## config.mk

```make
export PLATFORM = sky130hd
export DESIGN_NAME = lpm_ctrl
export DESIGN_NICKNAME = d
export VERILOG_FILES = /design/src/rtl/lpm_pkg.sv /design/src/rtl/lpm_wake_qual.sv /design/src/rtl/lpm_mode_fsm.sv /design/src/rtl/lpm_per_div.sv /design/src/rtl/lpm_ctrl.sv
export SDC_FILE = /design/constraint.sdc
export NUM_CORES = 1
export LEC_CHECK = 0
export BUFFER_PORTS_ARGS = -buffer_cell sky130_fd_sc_hd__buf_2
export CORE_UTILIZATION = 39
export DETAILED_ROUTE_END_ITERATION = 10
export PLACE_DENSITY = 0.84
export SLEW_MARGIN = 20
export SYNTH_ARGS = -nofsm -noshare
export SYNTH_HDL_FRONTEND = slang
export SYNTH_SLANG_ARGS = --single-unit
```

## constraint.sdc

```tcl
create_clock -name clk -period 1.5 [get_ports clk]
set_clock_uncertainty 0.1 [all_clocks]
set_input_delay 0.15 -clock clk [delete_from_list [all_inputs] [get_ports clk]]
set_output_delay 0.15 -clock clk [all_outputs]
set_load 0.01 [all_outputs]
```

## src/rtl/lpm_pkg.sv

```systemverilog
package lpm_pkg;
  typedef enum logic [1:0] {
    LPM_ACTIVE   = 2'd0,
    LPM_SLEEP    = 2'd1,
    LPM_SUBSLEEP = 2'd2,
    LPM_STANDBY  = 2'd3
  } lpm_mode_e;

  function automatic logic osc_runs(input lpm_mode_e m);
    return (m == LPM_ACTIVE) || (m == LPM_SLEEP);
  endfunction
endpackage

```

## src/rtl/lpm_wake_qual.sv

```systemverilog
module lpm_wake_qual
  import lpm_pkg::*;
#(
  parameter int N_IRQ = 8,
  parameter int N_EXT = 2
) (
  input  lpm_mode_e          mode_q,
  input  logic [N_IRQ-1:0]   irq_req,
  input  logic [N_IRQ-1:0]   irq_en,
  input  logic               irq_mask,
  output logic               wake_req
);
  logic [N_IRQ-1:0] src_ok;

  // external lines wake in every low-power mode, internal ones only in sleep
  for (genvar i = 0; i < N_IRQ; i++) begin : g_src
    if (i < N_EXT) begin : g_ext
      assign src_ok[i] = 1'b1;
    end else begin : g_int
      assign src_ok[i] = (mode_q == LPM_SLEEP);
    end
  end

  assign wake_req = !irq_mask && |(irq_req & irq_en & src_ok);
endmodule

```

## src/rtl/lpm_mode_fsm.sv

```systemverilog
module lpm_mode_fsm
  import lpm_pkg::*;
(
  input  logic       clk,
  input  logic       rst_all,
  input  logic       sleep_req,
  input  logic [1:0] mode_sel,
  input  logic       wake_req,
  output lpm_mode_e  mode_q,
  output lpm_mode_e  mode_nxt,
  output logic       osc_en,
  output logic       cpu_clk_en,
  output logic       io_hiz,
  output logic       wake_pulse,
  output logic [1:0] per_rst
);
  always_comb begin
    mode_nxt = mode_q;
    if (mode_q == LPM_ACTIVE) begin
      if (sleep_req) begin
        case (mode_sel)
          2'b00:   mode_nxt = LPM_SLEEP;
          2'b01:   mode_nxt = LPM_SUBSLEEP;
          2'b10:   mode_nxt = LPM_STANDBY;
          default: mode_nxt = LPM_ACTIVE;
        endcase
      end
    end else if (wake_req) begin
      mode_nxt = LPM_ACTIVE;
    end
  end

  always_ff @(posedge clk) begin
    if (rst_all) begin
      mode_q     <= LPM_ACTIVE;
      osc_en     <= 1'b1;
      cpu_clk_en <= 1'b1;
      io_hiz     <= 1'b0;
      wake_pulse <= 1'b0;
      per_rst    <= 2'b00;
    end else begin
      mode_q     <= mode_nxt;
      osc_en     <= osc_runs(mode_nxt);
      cpu_clk_en <= (mode_nxt == LPM_ACTIVE);
      io_hiz     <= (mode_nxt == LPM_STANDBY);
      wake_pulse <= (mode_q != LPM_ACTIVE) && (mode_nxt == LPM_ACTIVE);
      per_rst[0] <= (mode_q != mode_nxt) &&
                    ((mode_nxt == LPM_SUBSLEEP) || (mode_nxt == LPM_STANDBY));
      per_rst[1] <= (mode_q != mode_nxt) && (mode_nxt == LPM_STANDBY);
    end
  end
endmodule

```

## src/rtl/lpm_per_div.sv

```systemverilog
module lpm_per_div
  import lpm_pkg::*;
#(
  parameter int DIV_W = 3
) (
  input  logic             clk,
  input  logic             rst_all,
  input  lpm_mode_e        mode_q,
  input  lpm_mode_e        mode_nxt,
  input  logic [DIV_W-1:0] div_sel,
  output logic             per_clk_en
);
  localparam int CNT_W = (1 << DIV_W) - 1;

  logic [CNT_W-1:0] cnt_q, cnt_nxt, div_mask;

  always_comb begin
    div_mask = '0;
    for (int b = 0; b < CNT_W; b++) begin
      if (b < int'(div_sel)) div_mask[b] = 1'b1;
    end
    cnt_nxt = ((mode_q == LPM_SLEEP) && (mode_nxt == LPM_SLEEP)) ? cnt_q + 1'b1 : '0;
  end

  always_ff @(posedge clk) begin
    if (rst_all) begin
      cnt_q      <= '0;
      per_clk_en <= 1'b1;
    end else begin
      cnt_q <= cnt_nxt;
      if (mode_nxt == LPM_SLEEP) per_clk_en <= ((cnt_nxt & div_mask) == '0);
      else                       per_clk_en <= (mode_nxt == LPM_ACTIVE);
    end
  end
endmodule

```

## src/rtl/lpm_ctrl.sv

```systemverilog
module lpm_ctrl
  import lpm_pkg::*;
#(
  parameter int N_IRQ = 8,
  parameter int N_EXT = 2,
  parameter int DIV_W = 3
) (
  input  logic             clk,
  input  logic             rst,
  input  logic             res_n,
  input  logic             sleep_req,
  input  logic [1:0]       mode_sel,
  input  logic [DIV_W-1:0] div_sel,
  input  logic [N_IRQ-1:0] irq_req,
  input  logic [N_IRQ-1:0] irq_en,
  input  logic             irq_mask,
  output logic [1:0]       mode_o,
  output logic             osc_en,
  output logic             cpu_clk_en,
  output logic             per_clk_en,
  output logic             io_hiz,
  output logic [1:0]       per_rst,
  output logic             wake_pulse
);
  logic      rst_all;
  logic      wake_req;
  lpm_mode_e mode_q, mode_nxt;

  assign rst_all = rst || !res_n;
  assign mode_o  = mode_q;

  lpm_wake_qual #(.N_IRQ(N_IRQ), .N_EXT(N_EXT)) u_wake (
    .mode_q   (mode_q),
    .irq_req  (irq_req),
    .irq_en   (irq_en),
    .irq_mask (irq_mask),
    .wake_req (wake_req)
  );

  lpm_mode_fsm u_fsm (
    .clk        (clk),
    .rst_all    (rst_all),
    .sleep_req  (sleep_req),
    .mode_sel   (mode_sel),
    .wake_req   (wake_req),
    .mode_q     (mode_q),
    .mode_nxt   (mode_nxt),
    .osc_en     (osc_en),
    .cpu_clk_en (cpu_clk_en),
    .io_hiz     (io_hiz),
    .wake_pulse (wake_pulse),
    .per_rst    (per_rst)
  );

  lpm_per_div #(.DIV_W(DIV_W)) u_div (
    .clk        (clk),
    .rst_all    (rst_all),
    .mode_q     (mode_q),
    .mode_nxt   (mode_nxt),
    .div_sel    (div_sel),
    .per_clk_en (per_clk_en)
  );
endmodule

```

# After elaboration in Yosys (flattened, before gate mapping)
# Cells that the tools add are included.
# W data, S select, Z words.
[totals] word_cells=55 reg_bits=16 out_inout_bits=9
[op_classes] addsub=1 bitwise_logic=3 n_eq_ne=7 reduce_logical=16 muxes=13 order_cmp=7
[op_table] cell="$and A8 B8 Y8" n=2
[op_table] cell="$lt A3 B3 Y1 const A" n=3
[op_table] cell="$mux W1" n=8
[op_table] cell="$reduce_or A8 Y1" n=1
[op_table] cell="$add A7 B1 Y7 const B" n=1
[op_table] cell="$and A7 B7 Y7" n=1
[op_table] cell="$logic_not A7 Y1" n=1
[op_table] cell="$mux W7" n=1
[op_table] cell="$eq A2 B1 Y1 const B" n=3
[op_table] cell="$eq A2 B2 Y1 const B" n=3
[op_table] cell="$logic_not A2 Y1" n=3
[op_table] cell="$lt A1 B3 Y1 const A" n=2
[op_table] cell="$lt A2 B3 Y1 const A" n=2
[op_table] cell="$mux W2" n=3
[op_table] cell="$pmux W2 S3" n=1
[op_table] cell="$logic_and A1 B1 Y1" n=5
[op_table] cell="$logic_or A1 B1 Y1" n=3
[op_table] cell="$logic_not A1 Y1" n=2
[op_table] cell="$ne A2 B2 Y1" n=1
[op_table] cell="$reduce_bool A2 Y1" n=1

# Depth between registers and ports, before layout
[depth] depth_word=12 ltp_mapped=7

# By module
# Synthesis repeated with hierarchy kept, for this count alone.
[hier_totals] cells_unflattened=95 area_unflattened_um2=848.3
[by_module_without_submodules] module="lpm_per_div" cells_per_inst=55 area_per_inst_um2=457.9 instances=1
[by_module_without_submodules] module="lpm_mode_fsm" cells_per_inst=32 area_per_inst_um2=335.3 instances=1
[by_module_without_submodules] module="lpm_wake_qual" cells_per_inst=7 area_per_inst_um2=48.8 instances=1
[by_module_without_submodules] module="lpm_ctrl" cells_per_inst=1 area_per_inst_um2=6.3 instances=1

# Least setup slack after synthesis
# OpenSTA, ideal clock, no wires.
[synth_path] kind="register -> register" from="register u_div.cnt_q[0]" to="register u_div.per_clk_en" setup_ns=0.120 required_ns=1.280 stages_incl_launch_ff=7 path_buffers=0 path_slack_ns=-0.155 t_arrival_ns=1.435 cell_sequence="dfxtp_1 -> ha_1 -> and3_1 -> a221o_1 -> nand3_1 -> and4_1 -> o31a_1"
[synth_via] elab_chain_len=5
[synth_rtl] item="start, declared" line="lpm_per_div.sv:15" rtl="logic [CNT_W-1:0] cnt_q, cnt_nxt, div_mask;"
[synth_rtl] item="start signal, assigned" line="lpm_per_div.sv:30" rtl="cnt_q <= cnt_nxt;"
[synth_rtl] item="$add A7 B1 Y7" line="lpm_per_div.sv:22" rtl="cnt_nxt = ((mode_q == LPM_SLEEP) && (mode_nxt == LPM_SLEEP)) ? cnt_q + 1'b1 : '0;"
[synth_rtl] item="$mux W7" line="lpm_per_div.sv:22"
[synth_rtl] item="$and A7 B7 Y7" line="lpm_per_div.sv:31" rtl="if (mode_nxt == LPM_SLEEP) per_clk_en <= ((cnt_nxt & div_mask) == '0);"
[synth_rtl] item="$logic_not A7 Y1" line="lpm_per_div.sv:31"
[synth_rtl] item="$mux W1" line="lpm_per_div.sv:31"
[synth_rtl] item="end signal, assigned" line="lpm_per_div.sv:31"
[synth_rtl] item="end signal, assigned" line="lpm_per_div.sv:32" rtl="else per_clk_en <= (mode_nxt == LPM_ACTIVE);"
[synth_rtl] item="end, declared" line="lpm_per_div.sv:11" rtl="output logic per_clk_en"
# No other way between the ends.
# A chain may end at the register's enable or synchronous reset.

# Worst setup path in the final report
# Same ends and word-level chain as after synthesis.

==> flow_summary.json <==
{
  "outcome": "finished with violations",
  "failing_checks": "negative setup slack",
  "finalWorstPathRequiredPeriod_ns": 1.55,
  "power_frac_seq": 0.563,
  "netSwitchingFraction": 0.235,
  "avgSynthCellArea_um2": 8.94,
  "floorplan.rows": 15,
  "maxCapViolCount": 0,
  "reg2reg_depth": 6,
  "clock_latency_ns": 0.29,
  "clock-sinks": 16,
  "placeableCoreArea_um2": 1750,
  "post-route-worst-setup-slack_ns": -0.0518,
  "final_max_slew_viol_count": 0,
  "final.period_utilization": 1.03,
  "final_antenna_net_count": 0,
  "ys_warn_count": 0,
  "setup.worst_path.end_class": "flop",
  "finish.utilization": 0.606,
  "clock_power_share": 0.300,
  "synth_cell_types": 32,
  "stdcell_count": 153,
  "crit_type": "flop to flop",
  "place_congestion": 0.793,
  "fin_hold_ws_ns": 0.134,
  "post-dp-hpwl_um": 1450,
  "grt_antenna_before_repair": 0,
  "p_total_mw": 0.772,
  "comb_power_share": 0.137,
  "hold_violations": 0,
  "sequential_element_share_of_the_synthesized_area": 0.437,
  "ctsHoldBuffers": 0,
  "buffers_on_ports": 34,
  "antennaDiodeCount": 0,
  "cts-htree-levels": 1,
  "holdPathStages": 3,
  "numCtsBuffers": 3,
  "avgRoutedWirePerCell_um": 11.9,
  "critical_path_peak_fanout": 4,
  "design.die.area_um2": 2060,
  "hold_class": "input pin to flop",
  "nets": 158,
  "placedCellCount": 149,
  "grt_setup_unrepaired": "true",
  "yosysTopAreaCellShare": 0.437,
  "crit_path_start_kind": "flop",
  "global_route.overflow_total": 0,
  "clkSlewWorstSetupHoldPaths_ns": 0.09,
  "clock_tree_from_tritoncts": "yes",
  "remaining_drc_errors": 0,
  "netSwitchingPower_mw": 0.182,
  "num_vias": 782,
  "report.final.setup_viol": 1,
  "cellInternalPower_mw": 0.590,
  "clk_path_buf_depth": 2,
  "top_post_synthesis_cells_by_area": "dfxtp_1 44%, nor2_1 5.6%, ha_1 5.1%",
  "max_slew.worst_pin.slew_ns": 0.275,
  "synthesis.instances": 82,
  "first_global_vias": 784,
  "p_leak_nw": 0.469,
  "timing.setup.tns_ns": -0.0518,
  "grt_start_max_net_pins": 10,
  "relSlewSlack": 0.815,
  "critical_path_arrival_ns": 1.64,
  "num-fill-cells": 137,
  "track_usage": 0.202,
  "synth_area_leader_cell": "dfxtp_1",
  "power.density_cell_area_nw_per_um2": 729,
  "die_w_um": 45.4,
  "hp-start": "irq_mask",
  "drt_pass1_iterations": 4,
  "syn_nets": 111,
  "synth.cell_area_um2": 733,
  "root_buffer": "clkbuf_4",
  "drt-initial-drc-count": 35,
  "die_y_um": 45.4,
  "rr_startpoint": "u_div.cnt_q[0]$_SDFF_PP0_",
  "initial_core_util": 0.420,
  "area_delta_synth_final_pct": 44.4,
  "detail_route.vias_per_cell": 5.11,
  "floorplan.io_pins": 35,
  "crit_path_start": "u_div.cnt_q[0]$_SDFF_PP0_",
  "totalWireLength_um": 1820,
  "fmax_mhz": 644,
  "worst_ir_drop_vdd_uv": 346,
  "yosys_register_bits": 16,
  "layout-drive-gt1-share": 0.438,
  "worstPathRequired_ns": 1.58,
  "grt_first_pass_wirelength_um": 3070
}
## worst paths after layout
kind	slack (ns)	to
setup / recovery	-0.05	u_div.per_clk_en$_SDFF_PP1_
hold / removal	0.13	u_fsm.wake_pulse$_SDFF_PP0_
setup reg to reg	-0.05	u_div.per_clk_en$_SDFF_PP1_
hold reg to reg	0.34	u_div.cnt_q[0]$_SDFF_PP0_
## registers in the layout, indices dropped and copies added (netlist names)
| name | flops |
|---|---|
| u_fsm.osc_en | 1 |
| u_fsm.wake_pulse | 1 |
| u_fsm.per_rst | 2 |
| u_div.cnt_q | 7 |
| u_div.per_clk_en | 1 |
| u_fsm.mode_q | 2 |
| u_fsm.io_hiz | 1 |
| u_fsm.cpu_clk_en | 1 |
## what timing repair did
item	4_1_cts	5_1_grt
setup endpoints to repair	5	4
buffers inserted	0	0
resized for setup	1	1
pin swaps	1	1
## cell usage after synthesis, drive strengths merged
library cell,n
nand3,4
a21boi,1
ha,3
a31oi,2
a21oi,2
inv,6
xnor2,2
and3,1
o21a,1
xor2,3
nand2b,1
o2111ai,1
nor2b,3
o31a,1
nor4,1
a22o,1
and4,2
dfxtp,16
o21ai,2
clkbuf,1
nor2,11
a21o,1
a22oi,4
a311o,1
a31o,1
o31ai,1
o211ai,2
a221o,1
nand2,3
nor3,2
clkinv,1
## routing by layer
layer	share of wire	wire length, um	GRT usage
met1	0.41	745	0.232
met2	0.54	974	0.377
met3	0.036	65	0.0160
met4	0.019	34	0.0909
met5	0	0	0
## critical path, cell delays in order, from the launching register on
cell and delay [ns]:
dfxtp_4 0.36, ha_4 0.17, xnor2_1 0.13, o211ai_1 0.17, o31ai_1 0.11, nor2b_1 0.14
o31a_1 0.26
## cells in the final DEF (no fill, tap or decap), types with 2 or more instances in the layout
cell	n
and4_1	2
a21oi_1	2
nand3_1	4
buf_2	34
nand2_1	3
inv_2	2
nor2_1	11
buf_4	9
nor3_1	2
nor2b_1	3
a31oi_1	2
inv_1	4
clkbuf_4	3
a22oi_1	4
ha_1	2
xnor2_1	2
xor2_1	3
o21ai_0	2
o211ai_1	2
dfxtp_2	2
dfxtp_1	13
## power by group through the flow
stage	combinational [mW]	sequential, mW	clock [mW]
after floorplan	0.0350	0.451	0
after detailed placement	0.102	0.445	0
after global placement	0.0975	0.445	0
final	0.106	0.435	0.232
after global routing	0.119	0.436	0.264
after CTS	0.104	0.435	0.230
## cell type report
class                           count  area, um2  share of cell area
Multi-Input combinational cell     58        409               0.387
Sequential cell                    16        327               0.309
Timing Repair Buffer               43        238               0.225
Tap cell                           25       31.3              0.0296
Inverter                            7       27.5              0.0260
Clock buffer                        4       26.3              0.0248
## stage by stage
stage          area [um2]  setup WS [ns]
6_report             1060        -0.0518
3_5_place_dp         1020        -0.0443
4_1_cts              1050        -0.0446
2_1_floorplan         757         0.0143
3_3_place_gp         1020       -0.00140
5_1_grt              1060         -0.131
## kinds of logic (layout without fill, tap and decap cells)
kind of cell | after synthesis | in the layout | share of synthesized area
xor gates and xnor gates | 5 | 5 | 0.0597
AOI/OAI and AO/OA | 22 | 22 | 0.222
adders and majority gates | 3 | 3 | 0.0512
and+or+nand+nor | 28 | 28 | 0.188
DFF | 16 | 16 | 0.437
buffers and inverters | 8 | 54 | 0.0426
Power figures use the tool's default switching activity.
